File: config.mk
export PLATFORM = sky130hd
export DESIGN_NAME = rxring_engine
export DESIGN_NICKNAME = d
export VERILOG_FILES = /design/src/rtl/rxring_pkg.sv /design/src/rtl/rxring_desc_store.sv /design/src/rtl/rxring_sequencer.sv /design/src/rtl/rxring_capture.sv /design/src/rtl/rxring_engine.sv
export SDC_FILE = /design/constraint.sdc
export NUM_CORES = 1
export LEC_CHECK = 0
export BUFFER_PORTS_ARGS = -buffer_cell sky130_fd_sc_hd__buf_2
export CELL_PAD_IN_SITES_DETAIL_PLACEMENT = 0
export CELL_PAD_IN_SITES_GLOBAL_PLACEMENT = 1
export CORE_ASPECT_RATIO = 1.2
export CORE_UTILIZATION = 40
export DETAILED_ROUTE_END_ITERATION = 10
export GPL_TIMING_DRIVEN = 0
export PLACE_DENSITY_LB_ADDON = 0.08
export SYNTH_ARGS = -nofsm -noshare
export SYNTH_HDL_FRONTEND = slang
export SYNTH_SLANG_ARGS = --single-unit
File: constraint.sdc
create_clock -name clk -period 6.6 [get_ports clk]
set_input_delay 0 -clock clk [delete_from_list [all_inputs] [get_ports clk]]
set_output_delay 0 -clock clk [all_outputs]
set_load 0.02 [all_outputs]
File: src/rtl/rxring_pkg.sv
package rxring_pkg;

    localparam int STAT_W    = 16;
    localparam int LEN_W     = 16;
    localparam int EMPTY_BIT = 15;
    localparam int WRAP_BIT  = 13;

    // value a poll write must carry to restart reception
    localparam logic [31:0] POLL_KEY = 32'h0100_0000;

    typedef struct packed {
        logic [STAT_W-1:0] stat;
        logic [LEN_W-1:0]  len;
    } rxd_t;

    typedef enum logic [1:0] {
        CAP_IDLE,
        CAP_RECV,
        CAP_DROP
    } cap_st_e;

    // completed status: ownership returned, software bits kept, error code in low bits
    function automatic logic [STAT_W-1:0] done_status(
        input logic [8:0] keep,
        input logic       too_long,
        input logic       bad_frame
    );
        return {1'b0, keep, 4'b0000, too_long, bad_frame};
    endfunction

endpackage

File: src/rtl/rxring_desc_store.sv
module rxring_desc_store
    import rxring_pkg::*;
#(
    parameter int NUM_DESC = 8,
    parameter int IDX_W    = 3,
    parameter int BIDX_W   = 4
) (
    input  logic              clk,
    input  logic              rst,
    input  logic              sw_wr,
    input  logic [IDX_W-1:0]  sw_idx,
    input  rxd_t              sw_wdesc,
    input  logic [BIDX_W-1:0] sw_wbuf,
    output rxd_t              sw_rdesc,
    output logic [BIDX_W-1:0] sw_rbuf,
    input  logic [IDX_W-1:0]  eng_idx,
    output logic [STAT_W-1:0] eng_rstat,
    output logic [BIDX_W-1:0] eng_rbuf,
    input  logic              eng_wr,
    input  rxd_t              eng_wdesc
);

    rxd_t              slot_arr [NUM_DESC];
    logic [BIDX_W-1:0] bidx_arr [NUM_DESC];

    for (genvar g = 0; g < NUM_DESC; g++) begin : g_slot
        rxd_t              slot_q;
        logic [BIDX_W-1:0] bidx_q;
        logic              hit_sw;
        logic              hit_eng;

        assign hit_sw  = sw_wr  && (sw_idx  == IDX_W'(g));
        assign hit_eng = eng_wr && (eng_idx == IDX_W'(g));

        always_ff @(posedge clk) begin
            if (rst) begin
                slot_q <= '0;
                bidx_q <= '0;
            end else begin
                // engine write-back has priority over software on status and length
                if (hit_eng) begin
                    slot_q <= eng_wdesc;
                end else if (hit_sw) begin
                    slot_q <= sw_wdesc;
                end
                if (hit_sw) begin
                    bidx_q <= sw_wbuf;
                end
            end
        end

        assign slot_arr[g] = slot_q;
        assign bidx_arr[g] = bidx_q;
    end

    always_comb begin
        sw_rdesc  = '0;
        sw_rbuf   = '0;
        eng_rstat = '0;
        eng_rbuf  = '0;
        if (32'(sw_idx) < NUM_DESC) begin
            sw_rdesc = slot_arr[sw_idx];
            sw_rbuf  = bidx_arr[sw_idx];
        end
        if (32'(eng_idx) < NUM_DESC) begin
            eng_rstat = slot_arr[eng_idx].stat;
            eng_rbuf  = bidx_arr[eng_idx];
        end
    end

endmodule

File: src/rtl/rxring_sequencer.sv
module rxring_sequencer
    import rxring_pkg::*;
#(
    parameter int NUM_DESC = 8,
    parameter int IDX_W    = 3,
    parameter int OVR_W    = 16
) (
    input  logic             clk,
    input  logic             rst,
    input  logic             poll_wr,
    input  logic [31:0]      poll_data,
    input  logic             sof_evt,
    input  logic             cur_empty,
    input  logic             cur_wrap,
    input  logic             wb_en,
    output logic             accept,
    output logic [IDX_W-1:0] ring_idx,
    output logic             rx_active,
    output logic [OVR_W-1:0] ovr_count,
    output logic             frame_done
);

    localparam logic [IDX_W-1:0] LAST_IDX = IDX_W'(NUM_DESC - 1);

    logic             poll_hit;
    logic             go;
    logic             drop;
    logic [IDX_W-1:0] idx_next;

    assign poll_hit = poll_wr && (poll_data == POLL_KEY);
    // a poll in the start-byte cycle already counts for that frame
    assign go       = (rx_active || poll_hit) && cur_empty;
    assign accept   = sof_evt && go;
    assign drop     = sof_evt && !go;
    assign idx_next = (cur_wrap || ring_idx == LAST_IDX) ? '0 : ring_idx + IDX_W'(1);

    always_ff @(posedge clk) begin
        if (rst) begin
            ring_idx   <= '0;
            rx_active  <= 1'b0;
            ovr_count  <= '0;
            frame_done <= 1'b0;
        end else begin
            rx_active  <= sof_evt ? go : (rx_active || poll_hit);
            frame_done <= wb_en;
            if (wb_en) begin
                ring_idx <= idx_next;
            end
            if (drop && ovr_count != '1) begin
                ovr_count <= ovr_count + OVR_W'(1);
            end
        end
    end

endmodule

File: src/rtl/rxring_capture.sv
module rxring_capture
    import rxring_pkg::*;
#(
    parameter int MAX_FRAME = 1518,
    parameter int BUF_BYTES = 1520,
    parameter int BIDX_W    = 4,
    parameter int ADDR_W    = 15
) (
    input  logic              clk,
    input  logic              rst,
    input  logic              in_valid,
    input  logic              in_sof,
    input  logic              in_eof,
    input  logic              in_err,
    input  logic [7:0]        in_data,
    input  logic              accept,
    input  logic [8:0]        cur_keep,
    input  logic [BIDX_W-1:0] cur_buf,
    output logic              sof_evt,
    output logic              wb_en,
    output rxd_t              wb_desc,
    output logic              buf_we,
    output logic [ADDR_W-1:0] buf_addr,
    output logic [7:0]        buf_wdata
);

    localparam logic [LEN_W-1:0] CAP_LIM = LEN_W'(MAX_FRAME);

    cap_st_e           st_q;
    logic [LEN_W-1:0]  cnt_q;
    logic [BIDX_W-1:0] buf_q;
    logic              err_q;
    logic              long_q;

    logic              receiving;
    logic              take;
    logic              room;
    logic [LEN_W-1:0]  cnt_cur;
    logic [BIDX_W-1:0] buf_sel;
    logic              err_now;
    logic              long_now;

    assign receiving = (st_q == CAP_RECV);
    assign sof_evt   = (st_q == CAP_IDLE) && in_valid && in_sof;
    assign take      = (receiving && in_valid) || accept;
    assign cnt_cur   = receiving ? cnt_q : '0;
    assign room      = cnt_cur < CAP_LIM;
    assign buf_sel   = receiving ? buf_q : cur_buf;
    assign err_now   = (receiving && err_q) || (in_valid && in_err);
    assign long_now  = (receiving && long_q) || (take && !room);

    assign buf_we    = take && room;
    assign buf_addr  = ADDR_W'(buf_sel) * ADDR_W'(BUF_BYTES) + ADDR_W'(cnt_cur);
    assign buf_wdata = in_data;

    // write-back rides on the same edge as the last byte's store
    assign wb_en        = take && in_eof;
    assign wb_desc.len  = cnt_cur + (buf_we ? LEN_W'(1) : LEN_W'(0));
    assign wb_desc.stat = done_status(cur_keep, long_now, err_now);

    always_ff @(posedge clk) begin
        if (rst) begin
            st_q   <= CAP_IDLE;
            cnt_q  <= '0;
            buf_q  <= '0;
            err_q  <= 1'b0;
            long_q <= 1'b0;
        end else begin
            unique case (st_q)
                CAP_IDLE: begin
                    if (sof_evt && !in_eof) begin
                        if (accept) begin
                            st_q   <= CAP_RECV;
                            cnt_q  <= wb_desc.len;
                            buf_q  <= cur_buf;
                            err_q  <= err_now;
                            long_q <= long_now;
                        end else begin
                            st_q <= CAP_DROP;
                        end
                    end
                end
                CAP_RECV: begin
                    if (in_valid) begin
                        cnt_q  <= wb_desc.len;
                        err_q  <= err_now;
                        long_q <= long_now;
                        if (in_eof) begin
                            st_q <= CAP_IDLE;
                        end
                    end
                end
                CAP_DROP: begin
                    if (in_valid && in_eof) begin
                        st_q <= CAP_IDLE;
                    end
                end
                default: st_q <= CAP_IDLE;
            endcase
        end
    end

endmodule

File: src/rtl/rxring_engine.sv
module rxring_engine
    import rxring_pkg::*;
#(
    parameter  int NUM_DESC  = 8,
    parameter  int BIDX_W    = 4,
    parameter  int BUF_BYTES = 1520,
    parameter  int MAX_FRAME = 1518,
    parameter  int OVR_W     = 16,
    localparam int IDX_W     = $clog2(NUM_DESC),
    localparam int ADDR_W    = $clog2((2 ** BIDX_W) * BUF_BYTES)
) (
    input  logic              clk,
    input  logic              rst,
    input  logic              in_valid,
    input  logic              in_sof,
    input  logic              in_eof,
    input  logic              in_err,
    input  logic [7:0]        in_data,
    input  logic              poll_wr,
    input  logic [31:0]       poll_data,
    input  logic              sw_wr,
    input  logic [IDX_W-1:0]  sw_idx,
    input  logic [15:0]       sw_wstat,
    input  logic [15:0]       sw_wlen,
    input  logic [BIDX_W-1:0] sw_wbuf,
    output logic [15:0]       sw_rstat,
    output logic [15:0]       sw_rlen,
    output logic [BIDX_W-1:0] sw_rbuf,
    output logic              buf_we,
    output logic [ADDR_W-1:0] buf_addr,
    output logic [7:0]        buf_wdata,
    output logic [IDX_W-1:0]  ring_idx,
    output logic              rx_active,
    output logic              frame_done,
    output logic [OVR_W-1:0]  ovr_count
);

    rxd_t              sw_wdesc;
    rxd_t              sw_rdesc;
    rxd_t              wb_desc;
    logic [STAT_W-1:0] eng_stat;
    logic [BIDX_W-1:0] eng_buf;
    logic              cur_empty;
    logic              cur_wrap;
    logic              sof_evt;
    logic              accept;
    logic              wb_en;
    logic              unused_low_stat;

    assign sw_wdesc.stat   = sw_wstat;
    assign sw_wdesc.len    = sw_wlen;
    assign sw_rstat        = sw_rdesc.stat;
    assign sw_rlen         = sw_rdesc.len;
    assign cur_empty       = eng_stat[EMPTY_BIT];
    assign cur_wrap        = eng_stat[WRAP_BIT];
    assign unused_low_stat = ^eng_stat[5:0];

    rxring_desc_store #(
        .NUM_DESC (NUM_DESC),
        .IDX_W    (IDX_W),
        .BIDX_W   (BIDX_W)
    ) u_store (
        .clk       (clk),
        .rst       (rst),
        .sw_wr     (sw_wr),
        .sw_idx    (sw_idx),
        .sw_wdesc  (sw_wdesc),
        .sw_wbuf   (sw_wbuf),
        .sw_rdesc  (sw_rdesc),
        .sw_rbuf   (sw_rbuf),
        .eng_idx   (ring_idx),
        .eng_rstat (eng_stat),
        .eng_rbuf  (eng_buf),
        .eng_wr    (wb_en),
        .eng_wdesc (wb_desc)
    );

    rxring_sequencer #(
        .NUM_DESC (NUM_DESC),
        .IDX_W    (IDX_W),
        .OVR_W    (OVR_W)
    ) u_seq (
        .clk        (clk),
        .rst        (rst),
        .poll_wr    (poll_wr),
        .poll_data  (poll_data),
        .sof_evt    (sof_evt),
        .cur_empty  (cur_empty),
        .cur_wrap   (cur_wrap),
        .wb_en      (wb_en),
        .accept     (accept),
        .ring_idx   (ring_idx),
        .rx_active  (rx_active),
        .ovr_count  (ovr_count),
        .frame_done (frame_done)
    );

    rxring_capture #(
        .MAX_FRAME (MAX_FRAME),
        .BUF_BYTES (BUF_BYTES),
        .BIDX_W    (BIDX_W),
        .ADDR_W    (ADDR_W)
    ) u_cap (
        .clk       (clk),
        .rst       (rst),
        .in_valid  (in_valid),
        .in_sof    (in_sof),
        .in_eof    (in_eof),
        .in_err    (in_err),
        .in_data   (in_data),
        .accept    (accept),
        .cur_keep  (eng_stat[14:6]),
        .cur_buf   (eng_buf),
        .sof_evt   (sof_evt),
        .wb_en     (wb_en),
        .wb_desc   (wb_desc),
        .buf_we    (buf_we),
        .buf_addr  (buf_addr),
        .buf_wdata (buf_wdata)
    );

endmodule

* Word-level counts from Yosys, hierarchy flattened *
Cells that the tools add are included.

word-level totals
  register bits after elaboration = 333
  bits of input ports = 87
  output and inout port bits = 81
  word-level logic and storage cells = 188

cells by class
  $add $sub $neg = 4
  $mul = 1
  $lt $le $gt $ge = 3
  equal/unequal tests = 23
  mux-type cells = 51
  bitwise operators = 2
  reduce and logical (&&, ||, !) cells = 63

operators with widths
  operator                                                                        number
  31-bit two-way mux                                                              16
  32-bit binary-select mux with 3-bit select                                      2
  32-bit two-way mux                                                              4
  16-bit two-way mux                                                              4
  32-bit by 25-bit == test with 1-bit output, second input constant               1
  1-bit logical AND                                                               32
  16-bit one-hot mux with 2 select lines                                          1
  4-bit binary-select mux with 3-bit select                                       2
  3-bit == test, second input constant                                            8
  4-bit two-way mux                                                               5
  2-bit nonzero test                                                              9
  16-bit by 1-bit adder with 16-bit output, second input constant                 1
  16-bit adder                                                                    1
  16-bit by 11-bit less-than comparator with 1-bit output, second input constant  1
  16-bit inequality test, second input constant                                   1
  2-bit OR reduction                                                              8
  15-bit adder                                                                    1
  3-bit by 2-bit == test with 1-bit output, second input constant                 4
  4-bit by 7-bit multiplier with 11-bit output, second input constant             1
  2-bit two-way mux                                                               5
  4-bit >= comparator, second input constant                                      2
  1-bit two-way mux                                                               8
  3-bit NOT with 4-bit output                                                     2
  4-bit AND reduction                                                             2
  other kinds (14)                                                                26

* Longest topological paths before layout *
Gate-level depths: netlist of run 1.

  depth after elaboration = 13
  depth in mapped cells = 19
  depth with buffers taken out = 17

* Hierarchy *
Synthesis of run 1 repeated with hierarchy kept, for this count alone.

second synthesis, totals
  cells, all modules = 2346
  area total of the unflattened synthesis = 20058.0 um^2

by module, submodules not included
  module             instances  cells each  area an instance (um^2)  seq. area each (um^2)
  rxring_desc_store  1          1851        16124.2                  5765.5
  rxring_capture     1          356         2716.4                   480.5
  rxring_sequencer   1          139         1217.4                   420.4

* Worst setup path after synthesis of run 1 *
Ideal clock, no wire load.

  path type = register -> output
  start point = reg u_seq.ring_idx[0]
  end point = out buf_addr[14]
  arrival = 5.419 ns
  data required time = 6.600 ns
  slack = 1.181 ns
  cell stages (with the launch flop) = 19
  path buffers = 2
  path through = dfxtp_1 > buf_4 > buf_2 > mux4_2 > mux2i_1 > a21oi_1 > fa_1 > fa_1 > ha_1 > a21o_1 > a21oi_1 > o21bai_1 > a21oi_1 > xnor2_1 > ha_1 > or4_1 > o21ai_0 > o21ai_0 > xnor2_1

on the way
  longest elaborated chain between the ends = 7

RTL lines
  element                                               RTL line                 source
  from (decl)                                           rxring_sequencer.sv:17   output logic [IDX_W-1:0] ring_idx,
  from (signal assigned)                                rxring_sequencer.sv:47   ring_idx <= idx_next;
  3-bit NOT with 4-bit output (not written as such)     rxring_desc_store.sv:67  eng_rbuf = bidx_arr[eng_idx];
  4-bit binary-select mux with 3-bit select             rxring_desc_store.sv:67
  4-bit two-way mux (not written as such) (2 in a row)  rxring_desc_store.sv:67
  4-bit two-way mux                                     rxring_capture.sv:48     assign buf_sel = receiving ? buf_q : cur_buf;
  4-bit by 7-bit multiplier with 11-bit output          rxring_capture.sv:53     assign buf_addr = ADDR_W'(buf_sel) * ADDR_W'(BUF_BYTES) + ADDR_W'(cnt_cur);
  15-bit adder                                          rxring_capture.sv:53
  to (decl)                                             rxring_engine.sv:30      output logic [ADDR_W-1:0] buf_addr,

Every way passes these cells. The select of a mux whose other input is x is not followed.

* Worst setup path after layout of run 1 *
  start point = reg u_seq.ring_idx[1]
  end point = out buf_addr[14]

Same word-level chain as after synthesis.

==> results of run 1 <==
==> layout make-up <==
| type | count | area (um^2) |
|---|---|---|
| sequential | 333 | 6670 |
| tap | 616 | 771 |
| timing repair buffer | 169 | 1090 |
| clock buffer | 58 | 1180 |
| fill | 4525 | 24100 |
| inverter | 19 | 71.3 |
| buffer | 208 | 1060 |
| multi-input combinational | 1419 | 11100 |
| clock inverter | 13 | 109 |
==> critical path, stage by stage, from the launching register on <==
cell	delay [ps]
dfxtp_2	400
buf_6	220
buf_4	280
buf_6	260
mux4_2	380
mux2i_4	250
a21oi_1	220
fa_2	670
fa_1	470
ha_1	290
a21o_1	180
a21oi_1	220
o21bai_1	100
a21oi_1	220
xnor2_1	100
ha_1	210
or4_1	500
o21ai_0	170
o21ai_0	180
xnor2_1	150
buf_2	180
==> through the flow <==
| step | total power, mW | hold WS, ps | cell area [um^2] | cells | setup slack [ps] |
|---|---|---|---|---|---|
| 2_1_floorplan | 2.46 | 113 | 18800 | 1980 | 1180 |
| 3_3_place_gp | 2.63 | 219 | 20200 | 2717 | -108 |
| 3_5_place_dp | 2.63 | 218 | 20200 | 2717 | -107 |
| 4_1_cts | 4.86 | 38.3 | 22000 | 2835 | 39.4 |
| 5_1_grt | 4.98 | 93.2 | 22000 | 2835 | 15.6 |
| 6_report | 4.83 | 76.7 | 22000 | 2835 | 341 |
==> cell families (layout without fill, tap and decap cells) <==
kind of cell / after synthesis / after routing / synth area share [%]
buf+inv: 228 / 467 / 5.86
simple gates: 696 / 696 / 16.1
flops: 333 / 333 / 35.4
mux: 355 / 355 / 25.8
compound gates: 282 / 282 / 11.7
xor+xnor: 44 / 44 / 2.05
fa+ha+maj: 42 / 42 / 3.07
==> per-layer routing <==
metal / vias to the layer above / wire [um]
li1: 7570 / -
met1: 8288 / 30400
met2: 681 / 36000
met3: 156 / 4710
met4: 0 / 2660
met5: - / 0
==> cell usage after synthesis, drive strengths merged (6+ instances only) <==
| master | n |
|---|---|
| a311oi | 81 |
| nor3 | 48 |
| fa | 7 |
| mux4 | 100 |
| nand3 | 23 |
| clkbuf | 104 |
| dfxtp | 333 |
| ha | 35 |
| nor2 | 299 |
| mux2 | 38 |
| nor2b | 6 |
| nand4 | 17 |
| xnor2 | 21 |
| mux2i | 217 |
| and3 | 14 |
| buf | 105 |
| nor4 | 6 |
| a211oi | 135 |
| xor2 | 23 |
| and2 | 8 |
| a21oi | 35 |
| inv | 19 |
| nand2 | 251 |
==> state kept, by name, indices dropped and copies added (netlist names) <==
register,cells
u_store.g_slot.slot_q,256
u_cap.st_q,2
u_cap.err_q,1
u_seq.frame_done,1
u_seq.ring_idx,3
u_seq.ovr_count,16
u_cap.buf_q,4
u_cap.cnt_q,16
u_store.g_slot.bidx_q,32
u_cap.long_q,1
u_seq.rx_active,1
==> power by group through the flow <==
| stage | clock, mW | sequential, mW | combinational, mW |
|---|---|---|---|
| floorplan | 0 | 2.12 | 0.340 |
| global placement | 0 | 2.12 | 0.506 |
| detailed placement | 0 | 2.12 | 0.511 |
| CTS | 2.24 | 2.08 | 0.536 |
| global route | 2.32 | 2.08 | 0.575 |
| finish | 2.21 | 2.08 | 0.538 |
==> final timing paths <==
check	end	slack, ps	cells after the start	start
worst max-delay path	buf_addr[14]	340	20	u_seq.ring_idx[1]$_SDFFE_PP0P_
worst min register to register	u_store.g_slot[7].bidx_q[0]$_SDFFE_PP0P_	470	2	u_store.g_slot[7].bidx_q[0]$_SDFFE_PP0P_
worst max register to register	u_store.g_slot[5].slot_q[15]$_SDFFE_PP0P_	1740	15	u_seq.ring_idx[2]$_SDFFE_PP0P_
worst min-delay path	u_cap.buf_q[3]$_SDFFE_PP0P_	80	5	poll_data[7]
==> layout by cell type, fill, tap and decap left out, drive strengths merged, types with 81 or more instances in the layout <==
master / instances
mux4: 100
a211oi: 135
clkbuf: 162
dfxtp: 333
nand2: 251
mux2i: 217
buf: 225
nor2: 299
a311oi: 81
==> timing repair <==
item	in CTS	in global routing
endpoints found under the setup margin	5	1
buffers inserted	0	0
gates resized for setup	12	6
hold buffers	48	0
hold endpoints to repair	292	0
cloned	0	0
pin swaps	0	1
==> flow_metrics.tcl, run 1 <==
set metrics [dict create \
    die_h_um 240 \
    ant_nets 0 \
    synth_ff_type "dfxtp_1" \
    dpl.hpwl_mm 51.7 \
    grt_pass1_vias 16700 \
    antenna_found_initial 0 \
    required_ps 6600 \
    worst_slew_pin_slew_ps 1370 \
    fin_nets 2318 \
    root_buffer "clkbuf_16" \
    cts_max_path_buffers 3 \
    dr.pass1.iters 5 \
    met2_usage_pct 52.7 \
    swShare_pct 26.8 \
    yosysWarnings 0 \
    synth-seq-area-share_pct 35.4 \
    die_area_um2 47900 \
    rsz0062_at_grt "no" \
    worstHoldPathType "input port to flip-flop" \
    syn_nets 2109 \
    outcome "complete, no violations" \
    die_w_um 200 \
    synth_seq_cells 333 \
    place.gp.congestion 0.913 \
    power_frac_comb_pct 11.1 \
    path_class "flip-flop to output pin" \
    finalMaxSlewViolations 0 \
    synthToLayoutAreaGrowth_pct 17.0 \
    seqPwrFrac_pct 43.1 \
    io_pins 168 \
    antenna_cells 0 \
    max_freq_ghz 0.160 \
    pwr_density_cell_nw_per_um2 219 \
    final_util_pct 47.7 \
    cts_tree "done" \
    startpoint_type "flip-flop" \
    core_um2 46200 \
    synthTopCellsByArea "dfxtp_1 35%, mux4_2 12%, mux2i_1 12%" \
    cts_made_buffers 39 \
    async_flop_share_pct 0 \
    drc 0 \
    fin_skew_ps 27.5 \
    clock_sinks 333 \
    power.switching_mw 1.29 \
    period_minus_slack_ps 6260 \
    met3_usage_pct 5.18 \
    start_util_pct 40.8 \
    grt.overflow.total 0 \
    grt_pass1_wl_mm 109 \
    arrival_ps 6260 \
    syn-instance-count 1980 \
    cp-end-kind "output pin" \
    setup-tns-final_ps 0 \
    h-tree-depth 2 \
    synth_cell_types 60 \
    max_cap_violations 0 \
    synth_area_um2 18800 \
    grt_use_met1_pct 38.9 \
    power_leakage_nw 8.72 \
    rows 86 \
    clk_latency_ps 580 \
    period_share_pct 94.8 \
    num_vias 16700 \
    drt_iter0_markers 1316 \
    routed_wl_mm 73.8 \
    finalSetupViolCount 0 \
    syn_avg_cell_area_um2 9.51 \
    synth-edff-count 0 \
    top_usage_layer "met2" \
    p_clk_share_pct 45.8 \
    yosysTopAreaCellShare_pct 35.4 \
    grt_usage_pct 31.0 \
    wl_per_cell_um 26.0 \
    yosysTopAreaCell "dfxtp_1" \
    hold_violations 0 \
    drive_above_1_share_pct 18.9 \
    routed_via_density 5.89 \
    peakVddDrop_mv 0.178 \
    slew_headroom_pct 8.01 \
    path_max_fanout 10 \
    grt_max_degree 20 \
    port_buffers 121 \
    clk_pin_slew_ps 60 \
    power.internal_mw 3.54 \
]
(Power assumes the default switching activity.)
==> run 2, diff against run 1 <==
- BUFFER_PORTS_ARGS: -buffer_cell sky130_fd_sc_hd__buf_2 -> -buffer_cell sky130_fd_sc_hd__buf_4
==> run 2 against run 1 <==
  * Non-clock buffer count stayed put
  * Utilization is 0.81 points higher
  * Global-route usage is 0.14 points lower
  * Design area is 1.7% higher
  * Sequential share of layout area is 0.50 points lower
  * Die area stayed put
  * Via count is 0.41% lower
  * Routed wire length is 0.88% lower
  * Largest cell class unchanged
  * Largest power group unchanged
  * Critical path depth stayed put
  * First-iteration DRC count is 10% lower
==> flow_metrics.tcl, run 2 (synthesized netlist as in run 1, its figures left out) <==
set metrics [dict create \
    outcome "complete, no violations" \
    h-tree-depth 2 \
    die_h_um 240 \
    rows 86 \
    grt_pass1_wl_mm 109 \
    largest-register "u_store.g_slot.slot_q" \
    root_buffer "clkbuf_16" \
    worstHoldPathType "input port to flip-flop" \
    slew_headroom_pct 9.37 \
    min_from "sw_idx[0]" \
    antenna_found_initial 1 \
    rrSetupSlack_ps 1740 \
    largest_reg_flops 256 \
    worst_slew_pin_slew_ps 1360 \
    cts_made_buffers 39 \
    wl_per_cell_um 25.8 \
    finalMaxSlewViolations 0 \
    clock_sinks 333 \
    arrival_ps 6280 \
    port_buffers 121 \
    swShare_pct 25.9 \
    multi_input_area_um2 11100 \
    grt.overflow.total 0 \
    drive_above_1_share_pct 18.9 \
    hold_end "u_store.g_slot[7].slot_q[30]$_SDFFE_PP0P_" \
    post-route-cell-area_um2 22400 \
    grt_usage_pct 30.9 \
    r2r_start "u_seq.ring_idx[2]$_SDFFE_PP0P_" \
    reg2reg_to "u_store.g_slot[6].slot_q[15]$_SDFFE_PP0P_" \
    fin_skew_ps 28.9 \
    place.gp.congestion 0.897 \
    rsz0062_at_grt "no" \
    period_share_pct 95.2 \
    max_cap_violations 0 \
    grt_pass1_vias 16900 \
    hold_violations 0 \
    seqCellArea_um2 6670 \
    drt_iter0_markers 1182 \
    reg2reg_depth 15 \
    start_util_pct 40.8 \
    cp-end-kind "output pin" \
    seqPwrFrac_pct 41.9 \
    die_w_um 200 \
    final_common_cell "dfxtp_1" \
    path_max_fanout 10 \
    grt_max_degree 20 \
    clk_latency_ps 580 \
    peakVddDrop_mv 0.157 \
    routed_via_density 5.86 \
    max_freq_ghz 0.159 \
    io_pins 168 \
    period_minus_slack_ps 6280 \
    final_util_pct 48.5 \
    synthToLayoutAreaGrowth_pct 19.0 \
    clk_pin_slew_ps 60 \
    pwr_density_cell_nw_per_um2 222 \
    ant_nets 0 \
    top_regs "u_store.g_slot.slot_q (256), u_store.g_slot.bidx_q (32)" \
    path_class "flip-flop to output pin" \
    power.switching_mw 1.29 \
    dpl.hpwl_mm 51.5 \
    cts_tree "done" \
    power_leakage_nw 8.78 \
    p_clk_share_pct 47.0 \
    min_path_cells 5 \
    finalSetupViolCount 0 \
    fin_nets 2318 \
    routed_wl_mm 73.1 \
    power.internal_mw 3.68 \
    num_vias 16600 \
    cts_max_path_buffers 3 \
    die_area_um2 47900 \
    layout_common_cells "331 x dfxtp_1, 299 x nor2_1, 250 x nand2_1" \
    power_frac_comb_pct 11.1 \
    fill_cells 4451 \
    startpoint_type "flip-flop" \
    drc 0 \
    dr.pass1.iters 5 \
    core_um2 46200 \
    postPlaceCellArea_um2 20500 \
    required_ps 6600 \
]
run 2: cell type report:
cell class              instances  share of cell area [%]
multi-input cells            1419                    49.5
flip-flops and latches        333                    29.8
repair buffers                169                    6.20
clock buffers                  58                    5.12
plain buffers                 208                    4.71
well taps                     616                    3.44
clock inverters                14                   0.922
inverters                      19                   0.318
diodes                          1                  0.0112
run 2: metrics by stage:
| step | power [mW] | std cells | hold WS, ps | setup TNS [ps] | setup WS, ps |
|---|---|---|---|---|---|
| after floorplan | 2.46 | 1980 | 113 | 0 | 1180 |
| after global placement | 2.65 | 2717 | 198 | -122 | -122 |
| after detailed placement | 2.65 | 2717 | 198 | -127 | -127 |
| after CTS | 5.00 | 2836 | 30.4 | 0 | 2.13 |
| after global routing | 5.13 | 2837 | 55.1 | 0 | 57.2 |
| final | 4.97 | 2837 | 46.3 | 0 | 318 |
run 2: metal layers:
layer	track usage, %	vias up	share of wire [%]
met4	14.2	0	4.8
met1	38.0	8203	41
met5	0	-	0
met3	5.90	187	6.6
li1	-	7578	-
met2	51.7	659	48
run 2: critical path, stage by stage, from the launching register on:
cell and delay, ps:
dfxtp_2 420, buf_6 230, buf_4 290, buf_6 250, mux4_2 380, mux2i_4 250
a21oi_1 220, fa_2 680, fa_1 480, ha_1 290, a21o_1 180, a21oi_1 220
o21bai_1 100, a21oi_1 220, xnor2_1 100, ha_1 210, or4_1 500, o21ai_0 160
o21ai_0 170, xnor2_1 160, buf_4 160
run 2: power groups by stage:
stage | Sequential (mW) | Clock, mW | Combinational [mW]
2_1_floorplan | 2.12 | 0 | 0.340
3_3_place_gp | 2.12 | 0 | 0.524
3_5_place_dp | 2.12 | 0 | 0.529
4_1_cts | 2.08 | 2.37 | 0.554
5_1_grt | 2.08 | 2.45 | 0.592
6_report | 2.08 | 2.33 | 0.554
run 2: worst max path at each step:
stage	from	endpoint	cells past startpoint	slack, ps
after floorplan	u_seq.ring_idx[0]$_SDFFE_PP0P_	buf_addr[14]	18	1180
after global placement	u_seq.ring_idx[1]$_SDFFE_PP0P_	buf_addr[14]	20	-120
after detailed placement	u_seq.ring_idx[1]$_SDFFE_PP0P_	buf_addr[14]	20	-130
after CTS	u_seq.ring_idx[1]$_SDFFE_PP0P_	buf_addr[14]	20	2
after global routing	u_seq.ring_idx[0]$_SDFFE_PP0P_	buf_addr[14]	19	60
final	u_seq.ring_idx[1]$_SDFFE_PP0P_	buf_addr[14]	20	320
run 2: what timing repair did:
item / in CTS / in global routing
buffers inserted: 0 / 0
hold buffers: 48 / 0
pin swaps: 0 / 0
gates resized for setup: 12 / 6
setup endpoints to repair: 5 / 1
hold endpoints to repair: 292 / 0
